### config.mk
export PLATFORM = sky130hd
export DESIGN_NAME = gpio_regblock
export DESIGN_NICKNAME = d
export VERILOG_FILES = /design/src/rtl/gpio_regblock_pkg.sv /design/src/rtl/gpio_bit_order.sv /design/src/rtl/gpio_in_sync.sv /design/src/rtl/gpio_reg_decode.sv /design/src/rtl/gpio_out_bank.sv /design/src/rtl/gpio_regblock.sv
export SDC_FILE = /design/constraint.sdc
export NUM_CORES = 1
export LEC_CHECK = 0
export ABC_AREA = 1
export ABC_CLOCK_PERIOD_IN_PS = 3300
export BUFFER_PORTS_ARGS = -buffer_cell sky130_fd_sc_hd__buf_2
export CAP_MARGIN = 20
export CORE_ASPECT_RATIO = 2
export CORE_MARGIN = 2
export CORE_UTILIZATION = 45
export DETAILED_ROUTE_END_ITERATION = 10
export PLACE_DENSITY_LB_ADDON = 0.12
export SLEW_MARGIN = 20
export SYNTH_ARGS = -nofsm -noshare
export SYNTH_HDL_FRONTEND = slang
export SYNTH_SLANG_ARGS = --single-unit
export TNS_END_PERCENT = 20
### constraint.sdc
create_clock -name clk -period 3.3 [get_ports clk]
set_clock_uncertainty 0.1 [all_clocks]
set_input_delay 0.165 -clock clk [delete_from_list [all_inputs] [get_ports clk]]
set_output_delay 0.165 -clock clk [all_outputs]
set_load 0.02 [all_outputs]
### src/rtl/gpio_regblock_pkg.sv
// Package: shared register offsets for the GPIO register block.
// Assumes a word-addressed port with a three-bit offset.
package gpio_regblock_pkg;
    localparam int ADDR_W = 3;

    typedef enum logic [ADDR_W-1:0] {
        OFS_DATA   = 3'd0,
        OFS_SET    = 3'd1,
        OFS_CLR    = 3'd2,
        OFS_DIROUT = 3'd3,
        OFS_DIRIN  = 3'd4
    } reg_ofs_e;

    localparam logic [ADDR_W-1:0] OFS_LAST = OFS_DIRIN;
endpackage

### src/rtl/gpio_bit_order.sv
// Module: maps a word between register bit order and line order.
// Assumes the mapping is its own inverse, so one instance serves both ways.
module gpio_bit_order #(
    parameter int LINES   = 32,
    parameter bit REVERSE = 1'b0
) (
    input  logic [LINES-1:0] word_in,
    output logic [LINES-1:0] word_out
);
    // Pick a straight wire or a mirrored wire per bit.
    for (genvar i = 0; i < LINES; i++) begin : g_bit
        if (REVERSE) begin : g_mirror
            assign word_out[i] = word_in[LINES-1-i];
        end else begin : g_straight
            assign word_out[i] = word_in[i];
        end
    end
endmodule

### src/rtl/gpio_in_sync.sv
// Module: two-flop synchroniser for the asynchronous pad inputs.
// Assumes the inputs are quasi-static per bit. No bus-level coherence is given.
module gpio_in_sync #(
    parameter int LINES = 32
) (
    input  logic             clk,
    input  logic             rst_n,
    input  logic [LINES-1:0] async_in,
    output logic [LINES-1:0] sync_out
);
    logic [LINES-1:0] stage1_q;
    logic [LINES-1:0] stage2_q;

    // Shift the pad levels through two flops.
    always_ff @(posedge clk) begin
        if (!rst_n) begin
            stage1_q <= '0;
            stage2_q <= '0;
        end else begin
            stage1_q <= async_in;
            stage2_q <= stage1_q;
        end
    end

    assign sync_out = stage2_q;
endmodule

### src/rtl/gpio_reg_decode.sv
// Module: turns a register access into write strobes and selects read data.
// All words here are in line order. The parent handles the bit mapping.
module gpio_reg_decode
    import gpio_regblock_pkg::*;
#(
    parameter int LINES = 32
) (
    input  logic              bus_valid,
    input  logic              bus_write,
    input  logic [ADDR_W-1:0] bus_addr,
    input  logic [LINES-1:0]  sync_line,
    input  logic [LINES-1:0]  latch_line,
    input  logic [LINES-1:0]  oe_line,
    output logic              wr_data,
    output logic              wr_set,
    output logic              wr_clr,
    output logic              wr_dirout,
    output logic              wr_dirin,
    output logic              rd_en,
    output logic [LINES-1:0]  rd_line
);
    logic wr_any;

    assign wr_any    = bus_valid && bus_write;
    assign rd_en     = bus_valid && !bus_write;
    assign wr_data   = wr_any && (bus_addr == OFS_DATA);
    assign wr_set    = wr_any && (bus_addr == OFS_SET);
    assign wr_clr    = wr_any && (bus_addr == OFS_CLR);
    assign wr_dirout = wr_any && (bus_addr == OFS_DIROUT);
    assign wr_dirin  = wr_any && (bus_addr == OFS_DIRIN);

    // Read mux. The clear offset and unmapped offsets return zero.
    always_comb begin
        unique case (bus_addr)
            OFS_DATA:   rd_line = sync_line;
            OFS_SET:    rd_line = latch_line;
            OFS_DIROUT: rd_line = oe_line;
            OFS_DIRIN:  rd_line = ~oe_line;
            default:    rd_line = '0;
        endcase
    end
endmodule

### src/rtl/gpio_out_bank.sv
// Module: holds the output latch and output-enable bits for every line.
// Assumes at most one strobe is active per cycle, since the strobes come from a
// single address decode.
module gpio_out_bank #(
    parameter int LINES = 32
) (
    input  logic             clk,
    input  logic             rst_n,
    input  logic             wr_data,
    input  logic             wr_set,
    input  logic             wr_clr,
    input  logic             wr_dirout,
    input  logic             wr_dirin,
    input  logic [LINES-1:0] word,
    output logic [LINES-1:0] latch_q,
    output logic [LINES-1:0] oe_q
);
    // Update the output latch: whole-word load, set by mask or clear by mask.
    always_ff @(posedge clk) begin
        if (!rst_n) begin
            latch_q <= '0;
        end else if (wr_data) begin
            latch_q <= word;
        end else if (wr_set) begin
            latch_q <= latch_q | word;
        end else if (wr_clr) begin
            latch_q <= latch_q & ~word;
        end
    end

    // Update direction from either the output view or the input view.
    always_ff @(posedge clk) begin
        if (!rst_n) begin
            oe_q <= '0;
        end else if (wr_dirout) begin
            oe_q <= word;
        end else if (wr_dirin) begin
            oe_q <= ~word;
        end
    end


    set_bits_chk: assert property (@(posedge clk) disable iff (!rst_n)
        wr_set |=> ((latch_q & $past(word)) == $past(word)));


    set_keep_chk: assert property (@(posedge clk) disable iff (!rst_n)
        wr_set |=> ((latch_q & ~$past(word)) == ($past(latch_q) & ~$past(word))));


    clr_bits_chk: assert property (@(posedge clk) disable iff (!rst_n)
        wr_clr |=> ((latch_q & $past(word)) == '0));


    clr_keep_chk: assert property (@(posedge clk) disable iff (!rst_n)
        wr_clr |=> ((latch_q & ~$past(word)) == ($past(latch_q) & ~$past(word))));


    oe_hold_chk: assert property (@(posedge clk) disable iff (!rst_n)
        !(wr_dirout || wr_dirin) |=> $stable(oe_q));
endmodule

### src/rtl/gpio_regblock.sv
// Module: top of the GPIO register block. It joins the decode, latch bank,
// synchroniser and bit-order maps, and registers the read data.
// Assumes a bus master that takes read data on the cycle after the request.
module gpio_regblock
    import gpio_regblock_pkg::*;
#(
    parameter int LINES   = 32,
    parameter bit REVERSE = 1'b0
) (
    input  logic              clk,
    input  logic              rst_n,
    input  logic              bus_valid,
    input  logic              bus_write,
    input  logic [ADDR_W-1:0] bus_addr,
    input  logic [LINES-1:0]  bus_wdata,
    output logic [LINES-1:0]  bus_rdata,
    input  logic [LINES-1:0]  pad_in,
    output logic [LINES-1:0]  pad_out,
    output logic [LINES-1:0]  pad_oe
);
    // Reject any line count that is not a supported register width.
    if (!(LINES == 8 || LINES == 16 || LINES == 32 || LINES == 64)) begin : g_bad_width
        $error("gpio_regblock: LINES must be 8, 16, 32 or 64");
    end

    logic [LINES-1:0] wword_line;
    logic [LINES-1:0] sync_line;
    logic [LINES-1:0] rd_line;
    logic [LINES-1:0] rd_bus;
    logic [LINES-1:0] oe_bus;
    logic             wr_data, wr_set, wr_clr, wr_dirout, wr_dirin, rd_en;

    gpio_bit_order #(.LINES(LINES), .REVERSE(REVERSE)) u_wmap (
        .word_in (bus_wdata),
        .word_out(wword_line)
    );

    gpio_bit_order #(.LINES(LINES), .REVERSE(REVERSE)) u_rmap (
        .word_in (rd_line),
        .word_out(rd_bus)
    );

    gpio_bit_order #(.LINES(LINES), .REVERSE(REVERSE)) u_oemap (
        .word_in (pad_oe),
        .word_out(oe_bus)
    );

    gpio_in_sync #(.LINES(LINES)) u_sync (
        .clk     (clk),
        .rst_n   (rst_n),
        .async_in(pad_in),
        .sync_out(sync_line)
    );

    gpio_reg_decode #(.LINES(LINES)) u_dec (
        .bus_valid (bus_valid),
        .bus_write (bus_write),
        .bus_addr  (bus_addr),
        .sync_line (sync_line),
        .latch_line(pad_out),
        .oe_line   (pad_oe),
        .wr_data   (wr_data),
        .wr_set    (wr_set),
        .wr_clr    (wr_clr),
        .wr_dirout (wr_dirout),
        .wr_dirin  (wr_dirin),
        .rd_en     (rd_en),
        .rd_line   (rd_line)
    );

    gpio_out_bank #(.LINES(LINES)) u_bank (
        .clk      (clk),
        .rst_n    (rst_n),
        .wr_data  (wr_data),
        .wr_set   (wr_set),
        .wr_clr   (wr_clr),
        .wr_dirout(wr_dirout),
        .wr_dirin (wr_dirin),
        .word     (wword_line),
        .latch_q  (pad_out),
        .oe_q     (pad_oe)
    );

    // Capture read data when a read is issued and hold it otherwise.
    always_ff @(posedge clk) begin
        if (!rst_n) begin
            bus_rdata <= '0;
        end else if (rd_en) begin
            bus_rdata <= rd_bus;
        end
    end


    unmapped_rd_chk: assert property (@(posedge clk) disable iff (!rst_n)
        (bus_valid && !bus_write && (bus_addr > OFS_LAST || bus_addr == OFS_CLR))
        |=> (bus_rdata == '0));


    dirin_view_chk: assert property (@(posedge clk) disable iff (!rst_n)
        (bus_valid && !bus_write && bus_addr == OFS_DIRIN)
        |=> (bus_rdata == ~$past(oe_bus)));


    unmapped_wr_chk: assert property (@(posedge clk) disable iff (!rst_n)
        (bus_valid && bus_write && bus_addr > OFS_LAST)
        |=> ($stable(pad_out) && $stable(pad_oe)));
endmodule

==> run summary, run 1 <==
Highest-count cells in the layout ignoring fill and taps: nand2_1, buf_2, dfxtp_1
Vias/cell: 5.09
Buf+Inv Stages, Crit Path: 3
Worst min path class: in2reg
Vias in the first global route: 6701
Synth Area in Compound Gates: 11.4%
Yosys top cell by area: dfxtp_1
Critical Path Fanout Max: 33
#FFs+latches synth: 160
Syn Inst Count: 963
Synthesized area per cell: 7.24 µm²
Post-synth top area share: 46.0%
CP Capture Type: flip-flop
RSZ-0062 raised after global routing: no
RR Startpoint: u_bank.oe_q[28]
Leading cell type in the layout, fill and taps excluded: nand2_1
Ratio of cells with drive above 1 in the final layout: 19.0%
Die area: 16600 µm²
Post-Route WL: 21300 µm
Sink Count: 160
Power density cells: 501 nW/µm²
Initial Util: 45.8%
Fin Hold WS: 184 ps
PostCTS Resize Cnt: 0
Final setup viols: 0
Slew Viols, Final: 0
Num CTS Buffers: 17
Netlist Area Pre-Place: 6970 µm²
CTS Root Cell: clkbuf_16
Sequential element share of the synthesized area: 46.0%
Critical path, cell by cell: buf_2, buf_4, nor3_1, nand2_1, nand2_4, inv_2, nor2_1, nor2_1
CP most frequent cell: nor2_1
Fmax: 524 MHz
CTS tree: built
Worst slew pin tran: 944 ps
Critical Path AT: 2170 ps
DRC: 0
Initial antenna violation count: 0
Cells on worst reg2reg path: 5
Tot Pwr: 4.51 mW
Post-synth cell types: 25
Area growth from synthesis to layout: 29.2%
Htree depth: 4
XOR/XNOR Fraction of Synth Area: 4.02%
Main combinational cell family by area after synthesis: simple AND/OR/NAND/NOR gates
Worst setup path start: bus_addr[1]
Ys Warns: 0
Max IR drop VDD: 355 µV
Final Cell Area: 9000 µm²
Leak pwr: 4.43 nW
Max-cap violations: 0
Core area: 15200 µm²
DP Wirelength: 13300 µm
Vias: 6915
Critical R2R Capture: bus_rdata[28]
Skew-Pair Late Insertion Delay: 440 ps
Worst-path clk slew: 70 ps
Routed WL per cell: 15.7 µm
Final net count: 1219
Setup repair bufs after CTS: 0
Overall routing resource usage: 26.0%
Final-report hold violation count: 0
Clk buf depth: 2
Levels on crit path: 8
Syn Nets: 1034
I/O Buffers: 166
Die Height: 180 µm
Crit path required time: 3570 ps
Rows: 64
Post-layout min period: 1910 ps
Status: finished, final reports clean
Post-synthesis adder-cell area fraction: 0%
First-pass GRT wire length: 34000 µm
Final period util: 57.8%
Gr ovfl total: 0
Post-route antenna net violation count: 0
Placer Congestion: 0.801
Worst Setup Path Type: in2reg
Worst setup SP type: primary input
Synth area leaders: dfxtp_1, nand2_1, o21ai_1, nand4_1, inv_1
Mux contribution to synthesized area: 0%
Drt first pass iters: 5
Area of placed instances: 7780 µm²
DR iter-0 viols: 491
Fillers: 1474
Slowest cell on crit path: inv_2
Synth Area in Simple Gates: 27.3%
Ports: 167
Slew headroom: 37.1%
Largest net degree at the start of global routing: 97
R2r setup slk: 2160 ps
Antenna Cells: 0
CP top delay family: buffers and inverters
Crit path to: u_bank.oe_q[17]
Setup TNS: 0 ps
Die width: 92.0 µm
CP peak stage delay: 550 ps
power breakdown:
part | total, mW | switching (mW) | internal [mW]
combinational | 0.502 | 0.313 | 0.189
sequential | 2.04 | 0.0403 | 2.00
clock | 1.97 | 0.883 | 1.09
timing repair:
item | 4_1_cts | 5_1_grt
endpoints found under the setup margin | 0 | 0
hold buffers | 64 | 0
hold endpoints to repair | 76 | 0
worst register-to-register path: cells and delay by family, from the launching register on:
| kind | cells | cell delay (ps) |
|---|---|---|
| AND/OR/NAND/NOR | 2 | 140 |
| buffers and inverters | 1 | 60 |
| flip-flops | 1 | 380 |
| AO/OA/AOI/OAI | 2 | 310 |
worst min path at each step:
stage                                endpoint  startpoint  slack, ps  depth (start not counted)
after floorplan            u_sync.stage1_q[0]   pad_in[0]        160                          2
after global placement    u_sync.stage1_q[12]  pad_in[12]        250                          3
after detailed placement  u_sync.stage1_q[31]  pad_in[31]        250                          3
after CTS                           flip-flop       rst_n        200                          3
after global routing                flip-flop       rst_n        210                          3
final                            bus_rdata[5]       rst_n        180                          3
final cells by class:
| type | count | area [µm²] | area share (%) |
|---|---|---|---|
| tap | 198 | 248 | 2.75 |
| sequential | 160 | 3200 | 35.6 |
| timing repair buffer | 242 | 1580 | 17.5 |
| multi-input combinational | 622 | 3000 | 33.3 |
| clock buffer | 18 | 439 | 4.88 |
| inverter | 105 | 397 | 4.41 |
| clock inverter | 14 | 145 | 1.61 |
stage by stage:
stage | worst slack, ps | instances | util [%]
final | 1390 | 1359 | 59.2
after global routing | 1210 | 1359 | 59.2
after CTS | 1430 | 1359 | 59.2
after detailed placement | 980 | 1263 | 51.1
after global placement | 1020 | 1263 | 51.1
after floorplan | 2050 | 963 | -
metal layers:
metal	up-vias	share of wire (%)	global-route usage (%)	routed length [µm]
met5	-	0	0	0
met4	0	4.3	12.4	918
met3	56	4.7	4.74	992
met2	243	52	47.7	11100
met1	3150	39	28.2	8220
li1	3466	-	-	-
cells in the mapped netlist:
cell,number
nand2_1,229
dfxtp_1,160
inv_1,102
o21ai_1,89
nor2_1,66
nand3_1,65
a21oi_1,64
nand4_1,64
xnor2_1,31
clkbuf_1,29
buf_2,23
buf_4,15
o21ai_0,6
buf_1,5
buf_6,3
inv_2,2
nand2_2,2
clkbuf_2,1
inv_4,1
nand2_4,1
nor2_2,1
nor2_4,1
nor2_8,1
nor3_1,1
xor2_1,1
cells by family (layout without fill, tap and decap cells):
kind of cell,count (synthesis),in the layout
DFF,160,160
buffers and inverters,181,379
AOI/OAI and AO/OA,159,159
xor gates and xnor gates,32,32
and+or+nand+nor,431,431
Power figures use the tool's default switching activity.
==> run 2: changes to the inputs <==
Settings changed: ABC_CLOCK_PERIOD_IN_PS 3300 to 2000.
Clock period 3.3 ns to 2 ns, I/O delays scaled along.
==> run 2 against run 1 <==
  * Sequential power grew 65%
  * Wire length grew 1.2%
  * Power grew 65%
  * Utilization grew 1.2 points
  * Sequential share of layout area shrank 0.70 points
  * Critical path type unchanged
  * Cell count grew 1.0%
  * Combinational power grew 73%
  * Largest power group unchanged
  * Highest routed layer unchanged
==> run summary, run 2 (synthesis gave the netlist of run 1 again) <==
First-pass GRT wire length: 34400 µm
Post-route antenna net violation count: 0
Sink Count: 160
CTS tree: built
Cells on worst reg2reg path: 5
Post-layout min period: 1360 ps
Overall routing resource usage: 26.5%
Worst setup SP type: primary input
Area of placed instances: 7920 µm²
Final setup viols: 0
Critical Path AT: 1560 ps
Routed WL per cell: 15.7 µm
Slew headroom: 56.7%
CTS Root Cell: clkbuf_16
PostCTS Resize Cnt: 0
Final Cell Area: 9190 µm²
Tot Pwr: 7.47 mW
Vias: 6970
WHS Endpoint: bus_rdata[18]
Status: finished, final reports clean
Worst Hold Launch: bus_addr[1]
Critical Path Fanout Max: 46
Worst slew pin tran: 649 ps
RR Startpoint: u_bank.oe_q[6]
Skew-Pair Late Insertion Delay: 430 ps
Max IR drop VDD: 635 µV
Drt first pass iters: 5
Die width: 92.0 µm
Vias in the first global route: 6646
Core area: 15200 µm²
DP Wirelength: 13600 µm
CP Capture Type: flip-flop
Worst min path class: in2reg
Die area: 16600 µm²
Fmax: 733 MHz
Area growth from synthesis to layout: 31.8%
Leading cell type in the layout, fill and taps excluded: nand2_1
Setup TNS: 0 ps
Vias/cell: 5.08
Worst-path clk slew: 70 ps
Die Height: 180 µm
I/O Buffers: 166
Initial antenna violation count: 0
Htree depth: 4
Hold depth: 5
Worst Setup Path Type: in2reg
Ratio of cells with drive above 1 in the final layout: 19.6%
Pre-CTS WS: 451 ps
Slew Viols, Final: 0
Crit path required time: 2200 ps
Num CTS Buffers: 17
Post-Route WL: 21500 µm
Fin worst setup slack: 636 ps
DRC: 0
Final period util: 68.2%
Placed Cells: 1274
RSZ-0062 raised after global routing: no
Ports: 167
Highest-count cells in the layout ignoring fill and taps: nand2_1, buf_2, dfxtp_1
Max-cap violations: 0
R2r setup slk: 920 ps
Power density cells: 813 nW/µm²
Leak pwr: 4.50 nW
Clk buf depth: 2
Gr ovfl total: 0
Placer Congestion: 0.813
Initial Util: 45.8%
Final-report hold violation count: 0
Rows: 64
Antenna Cells: 0
Final net count: 1233
DR iter-0 viols: 452
Largest net degree at the start of global routing: 85
Fin cells: 1373
Critical R2R Capture: bus_rdata[6]
-- run 2: changes by cell type in the layout (fill, tap and decap cells not counted) --
cell           previous run  this run
clkbuf_1                  0         2
buf_12                    1         6
clkbuf_8                  1         2
buf_4                    12        18
inv_8                     2         0
dlygate4sd3_1            64        67
clkinvlp_4                0         4
bufinv_16                 1         2
inv_6                     8         2
-- run 2: timing repair --
action | 4_1_cts | 5_1_grt
hold buffers | 67 | 0
setup buffers | 0 | 0
endpoints found under the hold margin | 98 | 0
-- run 2: report_power, final --
part,internal [mW],switching [mW],leakage [nW]
Clock,1.91,1.32,0.276
Combinational,0.339,0.529,2.92
Sequential,3.30,0.0634,1.31
-- run 2: cell type report --
cell class              count  area (µm²)
repair buffers            256        1750
multi-input cells         622        3000
clock buffers              21         460
inverters                 105         397
flip-flops and latches    160        3200
clock inverters            11         130
fillers                  1456        6030
well taps                 198         248
-- run 2: critical path, cell delays in order --
cell and delay [ps]:
dlygate4sd3_1 540, buf_4 200, inv_2 320, buf_12 300, a21oi_1 70
-- run 2: metrics by stage --
step                hold WS, ps  utilization [%]
floorplan                  97.6                -
global placement            180             52.1
detailed placement          184             52.1
CTS                         135             60.4
global route                156             60.4
finish                      145             60.4
-- run 2: layer usage --
| metal | global-route usage (%) | vias to the layer above | part of all wire, % | wire, µm |
|---|---|---|---|---|
| li1 | - | 3496 | - | - |
| met1 | 29.6 | 3179 | 39 | 8360 |
| met2 | 47.6 | 240 | 52 | 11200 |
| met3 | 4.48 | 55 | 5.1 | 1090 |
| met4 | 13.1 | 0 | 4.0 | 870 |
| met5 | 0 | - | 0 | 0 |
-- run 2: worst max-delay path by stage --
stage,from,depth (start not counted),slack (ps),end
finish,rst_n,5,640,bus_rdata[23]
global route,rst_n,5,580,flip-flop
CTS,rst_n,5,660,bus_rdata[6]
detailed placement,bus_write,9,450,flip-flop
global placement,bus_addr[2],8,490,flip-flop
floorplan,bus_addr[2],8,820,flip-flop
==> run 3: changes to the inputs <==
Settings changed: ABC_AREA 1 to 0, ABC_CLOCK_PERIOD_IN_PS 2000 to 1300.
Clock period 2 ns to 1.3 ns, I/O delays scaled along.
==> run 3 against run 2 <==
  * Clock power grew 56%
  * Combinational power grew 36%
  * Via count shrank 16%
  * Highest routed layer unchanged
  * Global-route usage shrank 2.1 points
  * Power grew 52%
==> run summary, run 3 <==
Post-synth top cells: dfxtp_1, and2_1, o21ai_0
Fin Hold WS: 92.9 ps
Syn Inst Count: 591
I/O Buffers: 166
Synth Area in Compound Gates: 32.0%
Yosys top cell by area: dfxtp_1
Clk buf depth: 2
#FFs+latches synth: 160
Worst setup SP type: flip-flop
Num CTS Buffers: 17
CTS tree: built
Hold depth: 3
Die width: 88.1 µm
Syn Nets: 662
Synth area leaders: dfxtp_1, and2_1, mux2_2, a211oi_2, a32o_1
Post-route antenna net violation count: 0
Core area: 13900 µm²
CP Capture Type: flip-flop
Status: finished, final reports clean
Leak pwr: 3.80 nW
Final-report hold violation count: 0
XOR/XNOR Fraction of Synth Area: 0%
Post-layout min period: 1260 ps
Ratio of cells with drive above 1 in the final layout: 38.3%
Slew headroom: 70.4%
Synth Area in Simple Gates: 7.06%
Post-synth EDFFs: 0
Sequential element share of the synthesized area: 50.4%
Ys Warns: 0
Max IR drop VDD: 1140 µV
Tot Pwr: 11.4 mW
Mux contribution to synthesized area: 5.82%
Die Height: 172 µm
Met3 routed WL: 878 µm
Fillers: 1171
Post-Route WL: 18800 µm
Initial antenna violation count: 0
Drt first pass iters: 5
Critical Path AT: 1470 ps
Placer Congestion: 0.790
Vias: 5844
Post-synthesis adder-cell area fraction: 0%
Worst min path class: in2reg
DR WL met2: 10100 µm
Highest-count cells in the layout ignoring fill and taps: buf_2, dfxtp_1, dlygate4sd3_1
Slew Viols, Final: 0
Area of placed instances: 7680 µm²
Final Cell Area: 8980 µm²
Leading cell type in the layout, fill and taps excluded: buf_2
First-pass GRT wire length: 28300 µm
Skew-Pair Late Insertion Delay: 420 ps
Critical Path Fanout Max: 3
Cells on worst reg2reg path: 4
Largest net degree at the start of global routing: 61
Final period util: 97.3%
Routed WL per cell: 18.4 µm
Die area: 15200 µm²
Worst Setup Path Type: reg2reg
Worst-path clk slew: 60 ps
Sink Count: 160
DR iter-0 viols: 371
Vias/cell: 5.71
Ports: 167
Setup repair bufs after CTS: 0
Max-cap violations: 0
Overall routing resource usage: 24.4%
Final net count: 894
M1 WL: 7300 µm
Main combinational cell family by area after synthesis: compound AO/OA/AOI/OAI gates
Crit path required time: 1510 ps
Worst slew pin tran: 443 ps
Top-count cell post-synth: dfxtp_1
Final setup viols: 0
Max Used Layer: met4
DRC: 0
DP Wirelength: 12300 µm
Post-synth top flop: dfxtp_1
Post-synth cell types: 28
CTS Root Cell: clkbuf_16
Netlist Area Pre-Place: 6360 µm²
Htree depth: 4
Rows: 61
Synthesized area per cell: 10.8 µm²
Initial Util: 45.8%
Area growth from synthesis to layout: 41.1%
Post-synth top area share: 50.4%
Gr ovfl total: 0
Power density cells: 1270 nW/µm²
Setup TNS: 0 ps
RSZ-0062 raised after global routing: yes
Fmax: 791 MHz
Vias in the first global route: 5607
Post-synth ARST share: 0%
R2r setup slk: 40 ps
Antenna Cells: 0
==> run 3: cell count changes in the layout (fill, tap and decap cells not counted), sizes merged, moves of 64 or more <==
cell,delta
nor2,-69
nand2,-231
nand4,-64
inv,-102
a21oi,-64
nand3,-65
and2,+65
==> run 3: final timing paths <==
check,startpoint,end
min reg2reg,u_sync.stage1_q[18],u_sync.sync_out[18]
min,rst_n,u_sync.stage1_q[26]
max reg2reg,flip-flop,bus_rdata[29]
max,flip-flop,bus_rdata[29]
==> run 3: cells by family (layout without fill, tap and decap cells) <==
group                  Yosys count  count (layout)
buffers and inverters           69             313
AOI/OAI and AO/OA              258             258
muxes                           33              33
and+or+nand+nor                 71              71
DFF                            160             160
==> run 3: final cells by class <==
cell class	instances	area, µm²	area share [%]
sequential	160	3200	35.7
clock inverter	12	159	1.77
inverter	2	7.51	0.0836
multi-input combinational	362	2950	32.9
tap	189	236	2.63
clock buffer	19	443	4.93
timing repair buffer	280	1980	22.0
==> run 3: worst max-delay path, stage by stage, from the launching register on <==
cell and delay [ps]:
dfxtp_1 330, mux2_2 270, a22oi_1 160, o22ai_1 110, a22o_1 190
==> run 3: through the flow <==
step                      cells  util, %  worst slack, ps
after floorplan             591        -             -247
after global placement      927     55.3             -288
after detailed placement    927     55.3             -364
after CTS                  1024     64.4             8.94
after global routing       1024     64.6            -22.5
final                      1024     64.6             35.3
==> run 3: timing repair <==
action,4_1_cts,5_1_grt
endpoints found under the setup margin,1,10
hold buffers,66,0
resized for setup,0,7
pin swaps,1,1
hold endpoints to repair,96,0
==> run 3: where the power goes <==
part           internal, mW  switching, mW  leakage [nW]
sequential             5.06         0.0753          1.31
combinational         0.551          0.627          2.20
clock                  3.08           1.99         0.290
total                  8.68           2.69          3.80
==> run 3: per-layer routing <==
metal	vias to the layer above	track usage (%)
li1	2726	-
met1	2877	27.1
met2	206	43.7
met3	35	4.58
met4	0	11.5
met5	-	0
